==> src/rtl/lsu_tm_pkg.sv <==
// Package: shared constants and types for the load/store timing sequencer.
// Assumes the issue counts of the two address classes are fixed at build time;
// every width below is derived from them.
package lsu_tm_pkg;

    localparam int SHAMT_W      = 5;  // shift amount field width
    localparam int ISSUE_FAST   = 1;  // issue cycles for fast offset forms
    localparam int ISSUE_SLOW   = 3;  // issue cycles for slow offset forms
    localparam int UNAL_EXTRA   = 1;  // extra cycles for a second memory beat
    localparam int FAST_LSL_MAX = 3;  // largest left shift that stays fast

    localparam int MAX_ISSUE = ISSUE_SLOW + UNAL_EXTRA;
    localparam int MAX_LAT   = MAX_ISSUE + 1;
    localparam int ISS_W     = $clog2(MAX_ISSUE + 1);
    localparam int CNT_W     = $clog2(MAX_ISSUE);
    localparam int LAT_W     = $clog2(MAX_LAT + 1);

    typedef enum logic [1:0] {
        SH_LSL = 2'b00,
        SH_LSR = 2'b01,
        SH_ASR = 2'b10,
        SH_ROR = 2'b11
    } shift_e;

    typedef struct packed {
        logic                is_load;
        logic                post_idx;
        logic                reg_off;
        logic                neg_off;
        shift_e              sh_type;
        logic [SHAMT_W-1:0]  sh_amt;
        logic                wback;
        logic                unaligned;
    } ls_desc_t;

endpackage

==> src/rtl/lsu_mode_classify.sv <==
// Module: lsu_mode_classify
// Maps a decoded load/store descriptor to its issue-cycle count.
// Purely combinational; assumes the descriptor is stable while valid.
module lsu_mode_classify
    import lsu_tm_pkg::*;
(
    input  ls_desc_t            desc,
    output logic                slow_form,
    output logic [ISS_W-1:0]    issue_cyc
);

    logic fast_shift;

    // Decide whether the offset shift is one the fast adder path supports.
    always_comb begin
        fast_shift = (desc.sh_type == SH_LSL) &&
                     (desc.sh_amt <= SHAMT_W'(FAST_LSL_MAX));
    end

    // Slow only for pre-indexed register offsets that subtract or shift oddly.
    always_comb begin
        slow_form = !desc.post_idx && desc.reg_off &&
                    (desc.neg_off || !fast_shift);
    end

    // Base cycles of the class plus the second memory beat when unaligned.
    always_comb begin
        issue_cyc = slow_form ? ISS_W'(ISSUE_SLOW) : ISS_W'(ISSUE_FAST);
        if (desc.unaligned) begin
            issue_cyc = issue_cyc + ISS_W'(UNAL_EXTRA);
        end
    end

endmodule

==> src/rtl/lsu_issue_counter.sv <==
// Module: lsu_issue_counter
// Holds busy for issue_cyc-1 cycles after an accepted request.
// Assumes accept only occurs while busy is low (enforced by the top).
module lsu_issue_counter
    import lsu_tm_pkg::*;
(
    input  logic                clk,
    input  logic                rst_n,
    input  logic                accept,
    input  logic [ISS_W-1:0]    issue_cyc,
    output logic                busy
);

    logic [CNT_W-1:0] remain;

    // Load the remaining issue cycles on accept, otherwise count down to zero.
    always_ff @(posedge clk) begin
        if (!rst_n) begin
            remain <= '0;
        end else if (accept) begin
            remain <= CNT_W'(issue_cyc - ISS_W'(1));
        end else if (remain != '0) begin
            remain <= remain - CNT_W'(1);
        end
    end

    // Busy while extra issue cycles remain.
    always_comb begin
        busy = (remain != '0);
    end

    AST_NO_ACCEPT_WHILE_BUSY: assert property (@(posedge clk) disable iff (!rst_n)
        busy |-> !accept);

    AST_BUSY_NEEDS_ACCEPT: assert property (@(posedge clk) disable iff (!rst_n)
        $rose(busy) |-> $past(accept));

    AST_BUSY_ENDS: assert property (@(posedge clk) disable iff (!rst_n)
        (accept && issue_cyc == ISS_W'(MAX_ISSUE)) |=> busy ##1 busy ##1 busy ##1 !busy);

endmodule

==> src/rtl/lsu_pulse_sched.sv <==
// Module: lsu_pulse_sched
// Schedules a one-cycle pulse DELAY cycles after fire, with several in flight.
// Assumes 1 <= delay <= DEPTH whenever fire is high.
module lsu_pulse_sched
    import lsu_tm_pkg::*;
#(
    parameter int DEPTH = MAX_LAT,
    localparam int DW   = $clog2(DEPTH + 1)
)(
    input  logic            clk,
    input  logic            rst_n,
    input  logic            fire,
    input  logic [DW-1:0]   delay,
    output logic            pulse
);

    logic [DEPTH-1:0] slot;
    logic [DEPTH-1:0] slot_nxt;

    // Each slot takes the one above it, plus a new entry at its own delay.
    for (genvar i = 0; i < DEPTH; i++) begin : g_slot
        if (i == DEPTH - 1) begin : g_top
            always_comb slot_nxt[i] = fire && (delay == DW'(i + 1));
        end else begin : g_mid
            always_comb slot_nxt[i] = slot[i+1] || (fire && (delay == DW'(i + 1)));
        end
    end

    // Advance the slot line every cycle.
    always_ff @(posedge clk) begin
        if (!rst_n) begin
            slot <= '0;
        end else begin
            slot <= slot_nxt;
        end
    end

    // The bottom slot is the strobe.
    always_comb begin
        pulse = slot[0];
    end

    AST_DELAY_IN_RANGE: assert property (@(posedge clk) disable iff (!rst_n)
        fire |-> (delay >= DW'(1) && delay <= DW'(DEPTH)));

    AST_ONE_CYCLE_FIRE: assert property (@(posedge clk) disable iff (!rst_n)
        (fire && delay == DW'(1)) |=> pulse);

endmodule

==> src/rtl/lsu_addr_timing_seq.sv <==
// Module: lsu_addr_timing_seq (top)
// Accepts one load/store descriptor at a time, holds busy for its extra issue
// cycles and strobes data_ready / base_ready at the class latencies.
// Assumes descriptor fields are valid whenever req_valid is high.
module lsu_addr_timing_seq
    import lsu_tm_pkg::*;
(
    input  logic                clk,
    input  logic                rst_n,
    input  logic                req_valid,
    output logic                req_ready,
    input  logic                req_load,
    input  logic                req_post_idx,
    input  logic                req_reg_off,
    input  logic                req_neg_off,
    input  logic [1:0]          req_shift_type,
    input  logic [SHAMT_W-1:0]  req_shift_amt,
    input  logic                req_wback,
    input  logic                req_unaligned,
    output logic                busy,
    output logic                data_ready,
    output logic                base_ready
);

    ls_desc_t           desc;
    logic               slow_form;
    logic [ISS_W-1:0]   issue_cyc;
    logic               accept;
    logic [LAT_W-1:0]   data_lat;
    logic [LAT_W-1:0]   base_lat;

    // Gather the port fields into one descriptor.
    always_comb begin
        desc.is_load   = req_load;
        desc.post_idx  = req_post_idx;
        desc.reg_off   = req_reg_off;
        desc.neg_off   = req_neg_off;
        desc.sh_type   = shift_e'(req_shift_type);
        desc.sh_amt    = req_shift_amt;
        desc.wback     = req_wback;
        desc.unaligned = req_unaligned;
    end

    lsu_mode_classify u_classify (
        .desc      (desc),
        .slow_form (slow_form),
        .issue_cyc (issue_cyc)
    );

    // Handshake: ready whenever no issue cycles are outstanding.
    always_comb begin
        req_ready = !busy;
        accept    = req_valid && req_ready;
    end

    // Base is ready as issue ends; data one cycle later.
    always_comb begin
        base_lat = LAT_W'(issue_cyc);
        data_lat = LAT_W'(issue_cyc) + LAT_W'(1);
    end

    lsu_issue_counter u_issue (
        .clk       (clk),
        .rst_n     (rst_n),
        .accept    (accept),
        .issue_cyc (issue_cyc),
        .busy      (busy)
    );

    lsu_pulse_sched #(.DEPTH(MAX_LAT)) u_data_sched (
        .clk   (clk),
        .rst_n (rst_n),
        .fire  (accept && req_load),
        .delay (data_lat),
        .pulse (data_ready)
    );

    lsu_pulse_sched #(.DEPTH(MAX_LAT)) u_base_sched (
        .clk   (clk),
        .rst_n (rst_n),
        .fire  (accept && req_wback),
        .delay (base_lat),
        .pulse (base_ready)
    );

    AST_POST_FAST: assert property (@(posedge clk) disable iff (!rst_n)
        (accept && req_post_idx && !req_unaligned) |=> !busy);

    AST_PRE_IMM_FAST: assert property (@(posedge clk) disable iff (!rst_n)
        (accept && !req_post_idx && !req_reg_off && !req_unaligned) |=> !busy);

    AST_NEG_SLOW: assert property (@(posedge clk) disable iff (!rst_n)
        (accept && !req_post_idx && req_reg_off && req_neg_off && !req_unaligned)
        |=> busy ##1 busy ##1 !busy);

    AST_SLOW_FLAG_ISSUE: assert property (@(posedge clk) disable iff (!rst_n)
        (accept && slow_form) |=> busy);

    AST_LOAD_DATA_FAST: assert property (@(posedge clk) disable iff (!rst_n)
        (accept && req_load && req_post_idx && !req_unaligned) |=> ##1 data_ready);

    AST_NO_DATA_STORE: assert property (@(posedge clk) disable iff (!rst_n)
        (accept && !req_load && req_post_idx && !req_unaligned) |=> ##1 !data_ready);

    AST_NO_BASE_NOWB: assert property (@(posedge clk) disable iff (!rst_n)
        (accept && !req_wback && req_post_idx && !req_unaligned) |=> !base_ready);

endmodule

==> config.mk <==
export PLATFORM = sky130hd
export DESIGN_NAME = lsu_addr_timing_seq
export DESIGN_NICKNAME = d
export VERILOG_FILES = /design/src/rtl/lsu_tm_pkg.sv /design/src/rtl/lsu_mode_classify.sv /design/src/rtl/lsu_issue_counter.sv /design/src/rtl/lsu_pulse_sched.sv /design/src/rtl/lsu_addr_timing_seq.sv
export SDC_FILE = /design/constraint.sdc
export NUM_CORES = 1
export LEC_CHECK = 0
export ABC_AREA = 0
export BUFFER_PORTS_ARGS = -buffer_cell sky130_fd_sc_hd__buf_4
export CORE_AREA = 2 2 39 41
export CTS_CLUSTER_SIZE = 16
export DETAILED_ROUTE_END_ITERATION = 16
export DIE_AREA = 0 0 41 43
export PLACE_DENSITY = 0.63
export REMOVE_ABC_BUFFERS = 1
export SLEW_MARGIN = 20
export SYNTH_ARGS = -nofsm -noshare
export SYNTH_HDL_FRONTEND = slang
export SYNTH_SLANG_ARGS = --single-unit
==> constraint.sdc <==
create_clock -name clk -period 1.65 [get_ports clk]
set_input_delay 0.165 -clock clk [delete_from_list [all_inputs] [get_ports clk]]
set_output_delay 0.165 -clock clk [all_outputs]
set_load 0.02 [all_outputs]
Word-level counts from Yosys, hierarchy flattened --
Cells that the tools add are included.
Word-level totals: register bits 12, input port bits 16, output and inout port bits 4, logic and storage cells 53
Operators by class: add/subtract/negate cells 4, $lt $le $gt $ge 1, equality and inequality tests 10, muxes and demuxes 4, reduce and logical (&&, ||, !) cells 31
Operators by type and width (count):
- logical AND 1 bit | 16
- == test 3 x 2 -> 1 bit, second input constant | 4
- == test 3 bit, second input constant | 4
- logical OR 1 bit | 9
- adder 3 x 1 -> 3 bit, second input constant | 2
- == test 3 x 1 -> 1 bit, second input constant | 2
- two-way mux 2 bit | 3
- less-or-equal comparator 5 x 2 -> 1 bit, second input constant | 1
- nonzero test 2 bit | 2
- subtractor 2 x 1 -> 2 bit, second input constant | 2
- zero test 1 bit | 3
- two-way mux 3 bit | 1
- zero test 2 bit | 1

Longest topological paths before layout --
depth in word-level cells 12, gate-level depth with buffers 5, mapped depth without buffers 5

By module --
Synthesis repeated with hierarchy kept, for this count alone.
Unflattened totals: cells, all modules 53, area, all modules 578.1 um^2
By module, submodules not included:
- lsu_pulse_sched | instances 2, cells each 15, area an instance 191.4 um^2
- lsu_issue_counter | instances 1, cells each 10, area an instance 98.8 um^2
- lsu_addr_timing_seq | instances 1, cells each 7, area an instance 52.6 um^2
- lsu_mode_classify | instances 1, cells each 6, area an instance 43.8 um^2

Worst setup path after synthesis --
No wires, ideal clock.
path kind input to register, start point input port req_shift_amt[2], end point register u_issue.remain[1], setup time 84 ps, data arrival time 1216 ps, slack 350 ps, stages 5, buffers on the path 0, path through nor2_1 > a311oi_1 > ha_1 > xor2_1 > o31ai_2
Between the ends: cells in the longest elaborated chain, start to end 10
Ends and longest elaborated chain:
- start, declared | line lsu_addr_timing_seq.sv:17 | input logic [SHAMT_W-1:0] req_shift_amt,
- less-or-equal comparator 5 x 2 -> 1 bit (*) | line lsu_mode_classify.sv:17 | (desc.sh_amt <= SHAMT_W'(FAST_LSL_MAX));
- logical AND 1 bit (*) | line lsu_mode_classify.sv:16 | fast_shift = (desc.sh_type == SH_LSL) &&
- zero test 1 bit (*) | line lsu_mode_classify.sv:23 | (desc.neg_off || !fast_shift);
- logical OR 1 bit (*) | line lsu_mode_classify.sv:23
- logical AND 1 bit (*) | line lsu_mode_classify.sv:22 | slow_form = !desc.post_idx && desc.reg_off &&
- two-way mux 2 bit (*) | line lsu_mode_classify.sv:28 | issue_cyc = slow_form ? ISS_W'(ISSUE_SLOW) : ISS_W'(ISSUE_FAST);
- adder 3 x 1 -> 3 bit | line lsu_mode_classify.sv:30 | issue_cyc = issue_cyc + ISS_W'(UNAL_EXTRA);
- two-way mux 3 bit (*) | line lsu_mode_classify.sv:29 | if (desc.unaligned) begin
- subtractor 2 x 1 -> 2 bit (*) | line lsu_issue_counter.sv:21 | remain <= CNT_W'(issue_cyc - ISS_W'(1));
- two-way mux 2 bit (*) | line lsu_issue_counter.sv:20 | end else if (accept) begin
- end signal, assigned | line lsu_issue_counter.sv:21
- end signal, assigned | line lsu_issue_counter.sv:23 | remain <= remain - CNT_W'(1);
- end, declared | line lsu_issue_counter.sv:14 | logic [CNT_W-1:0] remain;
Mark *: on every way between the ends. The rest lies on a longest branch, timed or not. A chain may end at the register's enable or synchronous reset.

Final worst setup path --
start point register u_issue.remain[0], end point output port req_ready
Between the ends: cells in the longest elaborated chain, start to end 2
Ends and longest elaborated chain:
- nonzero test 2 bit | line lsu_issue_counter.sv:29 | busy = (remain != '0);
- zero test 1 bit | line lsu_addr_timing_seq.sv:52 | req_ready = !busy;
- end, declared | line lsu_addr_timing_seq.sv:11 | output logic req_ready,
Every way passes these cells.

==> impl_metrics.env <==
export IMPL_min_period_ns=1.22
export IMPL_drt_wl_total_um=894
export IMPL_drive_gt1_share_pct=29.9
export IMPL_crit_type="flop to output pin"
export IMPL_setup_slack_ns=0.432
export IMPL_nets=100
export IMPL_required_ns=1.48
export IMPL_grt_pass1_vias=394
export IMPL_grt_max_degree=17
export IMPL_synthCells=57
export IMPL_die_h_um=43
export IMPL_crit_buf_inv=2
export IMPL_max_clock_path_buffers=2
export IMPL_place_inst=90
export IMPL_antenna_cells=0
export IMPL_critPathMaxFanout=5
export IMPL_die_area_um2=1760
export IMPL_ys_types=17
export IMPL_area_growth_pct=32.7
export IMPL_cp_depth=3
export IMPL_root_buffer="clkbuf_4"
export IMPL_path_clk_slew_ns=0.07
export IMPL_syn_area_per_cell_um2=9.13
export IMPL_grt_antenna_before_repair=0
export IMPL_hold_viol=0
export IMPL_period_share_pct=73.8
export IMPL_maxCapViolations=0
export IMPL_fillers=135
export IMPL_clock_latency_ns=0.26
export IMPL_first_iter_violations=4
export IMPL_gp_congestion=0.646
export IMPL_cts_tree="yes"
export IMPL_placed_cell_area_um2=668
export IMPL_critPathCaptureType="output pin"
export IMPL_status="finished, final reports clean"
export IMPL_setup_violations_final=0
export IMPL_start_kind="flop"
export IMPL_yosys_warnings=0
export IMPL_num_io_pins=20
export IMPL_grt_use_total_pct=12.2
export IMPL_start_util_pct=37.6
export IMPL_ir_worst_vdd_mv=0.299
export IMPL_power_density_nw_per_um2=823
export IMPL_hold_path_cell_count=3
export IMPL_die_w_um=41
export IMPL_ys_ff_latch=12
export IMPL_slowest_delay_ns=0.34
export IMPL_netlist_area_um2=520
export IMPL_tightest_slew_ns=0.298
export IMPL_leakage_nw=0.307
export IMPL_clock_sinks=12
export IMPL_cts_repair_resized=0
export IMPL_rr_worst_depth=2
export IMPL_grt_pass1_wl_um=1410
export IMPL_num_vias=439
export IMPL_rrSetupSlack_ns=0.69
export IMPL_cp_top_family="flip-flops"
export IMPL_yosysSeqAreaShare_pct=46.2
export IMPL_drc_errors=0
export IMPL_ant_nets=0
export IMPL_layout_cells_non_filler=93
export IMPL_fmax_mhz=821
export IMPL_wl_per_cell_um=9.61
export IMPL_maxSlewViolCount=0
export IMPL_rows=14
export IMPL_port_buffers=17
export IMPL_slowest_stage="dfxtp_1"
export IMPL_slew_headroom_pct=80.0
export IMPL_htree_levels=1
export IMPL_drt_pass1_iter_count=2
export IMPL_fin_setup_tns_ns=0
export IMPL_grt_ovfl_total=0
export IMPL_hold_buffers=0
export IMPL_hold_class="input port to flop"
export IMPL_cts_setup_buffers=0
export IMPL_dpl_hpwl_um=727
export IMPL_path_cells="or2_4, inv_1, buf_4"
export IMPL_fin_skew_ns=0.00166
export IMPL_cp_arrival_ns=1.05
export IMPL_core_area_um2=1380
export IMPL_rsz0062_at_grt="no"
export IMPL_final_cell_area_um2=691
export IMPL_pre_cts_ws_ns=0.236
export IMPL_viasPerCell=4.72
export IMPL_cts_buffers=3
## through the flow
stage          hold WS (ns)  utilization, %  total power [mW]
2_1_floorplan         0.278               -             0.356
3_3_place_gp          0.409            48.3             0.407
3_5_place_dp          0.411            48.3             0.409
4_1_cts               0.188            49.9             0.576
5_1_grt               0.195            49.9             0.600
6_report              0.196            49.9             0.569
## per-layer routing
metal | global-route usage, % | part of all wire (%)
met1 | 12.9 | 42
met2 | 18.4 | 51
met3 | 5.24 | 5.4
met4 | 8.00 | 1.7
met5 | 0 | 0
## registers in the layout (all words and copies together) (netlist names)
register,count
u_base_sched.slot,5
u_data_sched.slot,5
u_issue.remain,2
## cell type report
cell class	count	area, um2	area share (%)
Inverter	3	11.3	1.63
Multi-Input combinational cell	41	262	37.9
Sequential cell	12	240	34.8
Clock buffer	3	22.5	3.26
Tap cell	16	20.0	2.90
Timing Repair Buffer	18	135	19.6
## path summary, 6_finish.rpt
path	start	end
worst max-delay path	u_issue.remain[0]	req_ready
worst max register to register	u_issue.remain[0]	u_issue.remain[1]
worst min-delay path	req_valid	u_issue.remain[1]
worst min register to register	u_base_sched.slot[2]	u_base_sched.slot[1]
## power by group
group	internal [mW]	switching, mW
sequential	0.299	0.00537
combinational	0.0506	0.0465
clock	0.0842	0.0832
## cell families (layout without fill, tap and decap cells)
family / count (synthesis) / in the layout / synth area share [%]
AND/OR/NAND/NOR: 24 / 24 / 22.8
buffers and inverters: 4 / 24 / 3.61
adder cells (fa/ha/maj): 5 / 5 / 12.0
AO/OA/AOI/OAI: 11 / 11 / 13.7
flip-flops: 12 / 12 / 46.2
XOR/XNOR: 1 / 1 / 1.68
## worst min-delay path: cells and delay by family
family / cells / cell delay [ns]
simple gates: 1 / 0.06
buf+inv: 1 / 0.12
compound gates: 1 / 0.06
## Yosys cell counts, drive strengths merged
library cell	number	share of area, %
dfxtp	12	46
nand2	12	8.7
o21ai	7	6.7
ha	5	12
nor2	5	3.6
inv	3	2.2
nand3	2	1.9
nand4bb	2	4.3
a21oi	1	0.96
a311o	1	1.9
a311oi	1	1.7
and2	1	1.2
buf	1	1.4
nor3b	1	1.4
o31ai	1	2.4
or2	1	1.7
xor2	1	1.7
## placed cells by master, fill, tap and decap left out
cell	count
xor2_1	1
inv_1	3
dfxtp_1	12
and2_1	1
o21ai_0	7
nor3b_1	1
nor2_1	5
ha_1	5
nand2_1	12
nand3_1	2
buf_4	18
clkbuf_4	3
o31ai_2	1
a311oi_1	1
a311o_1	1
a21oi_1	1
or2_4	1
nand4bb_1	2
Power figures use the tool's default switching activity.
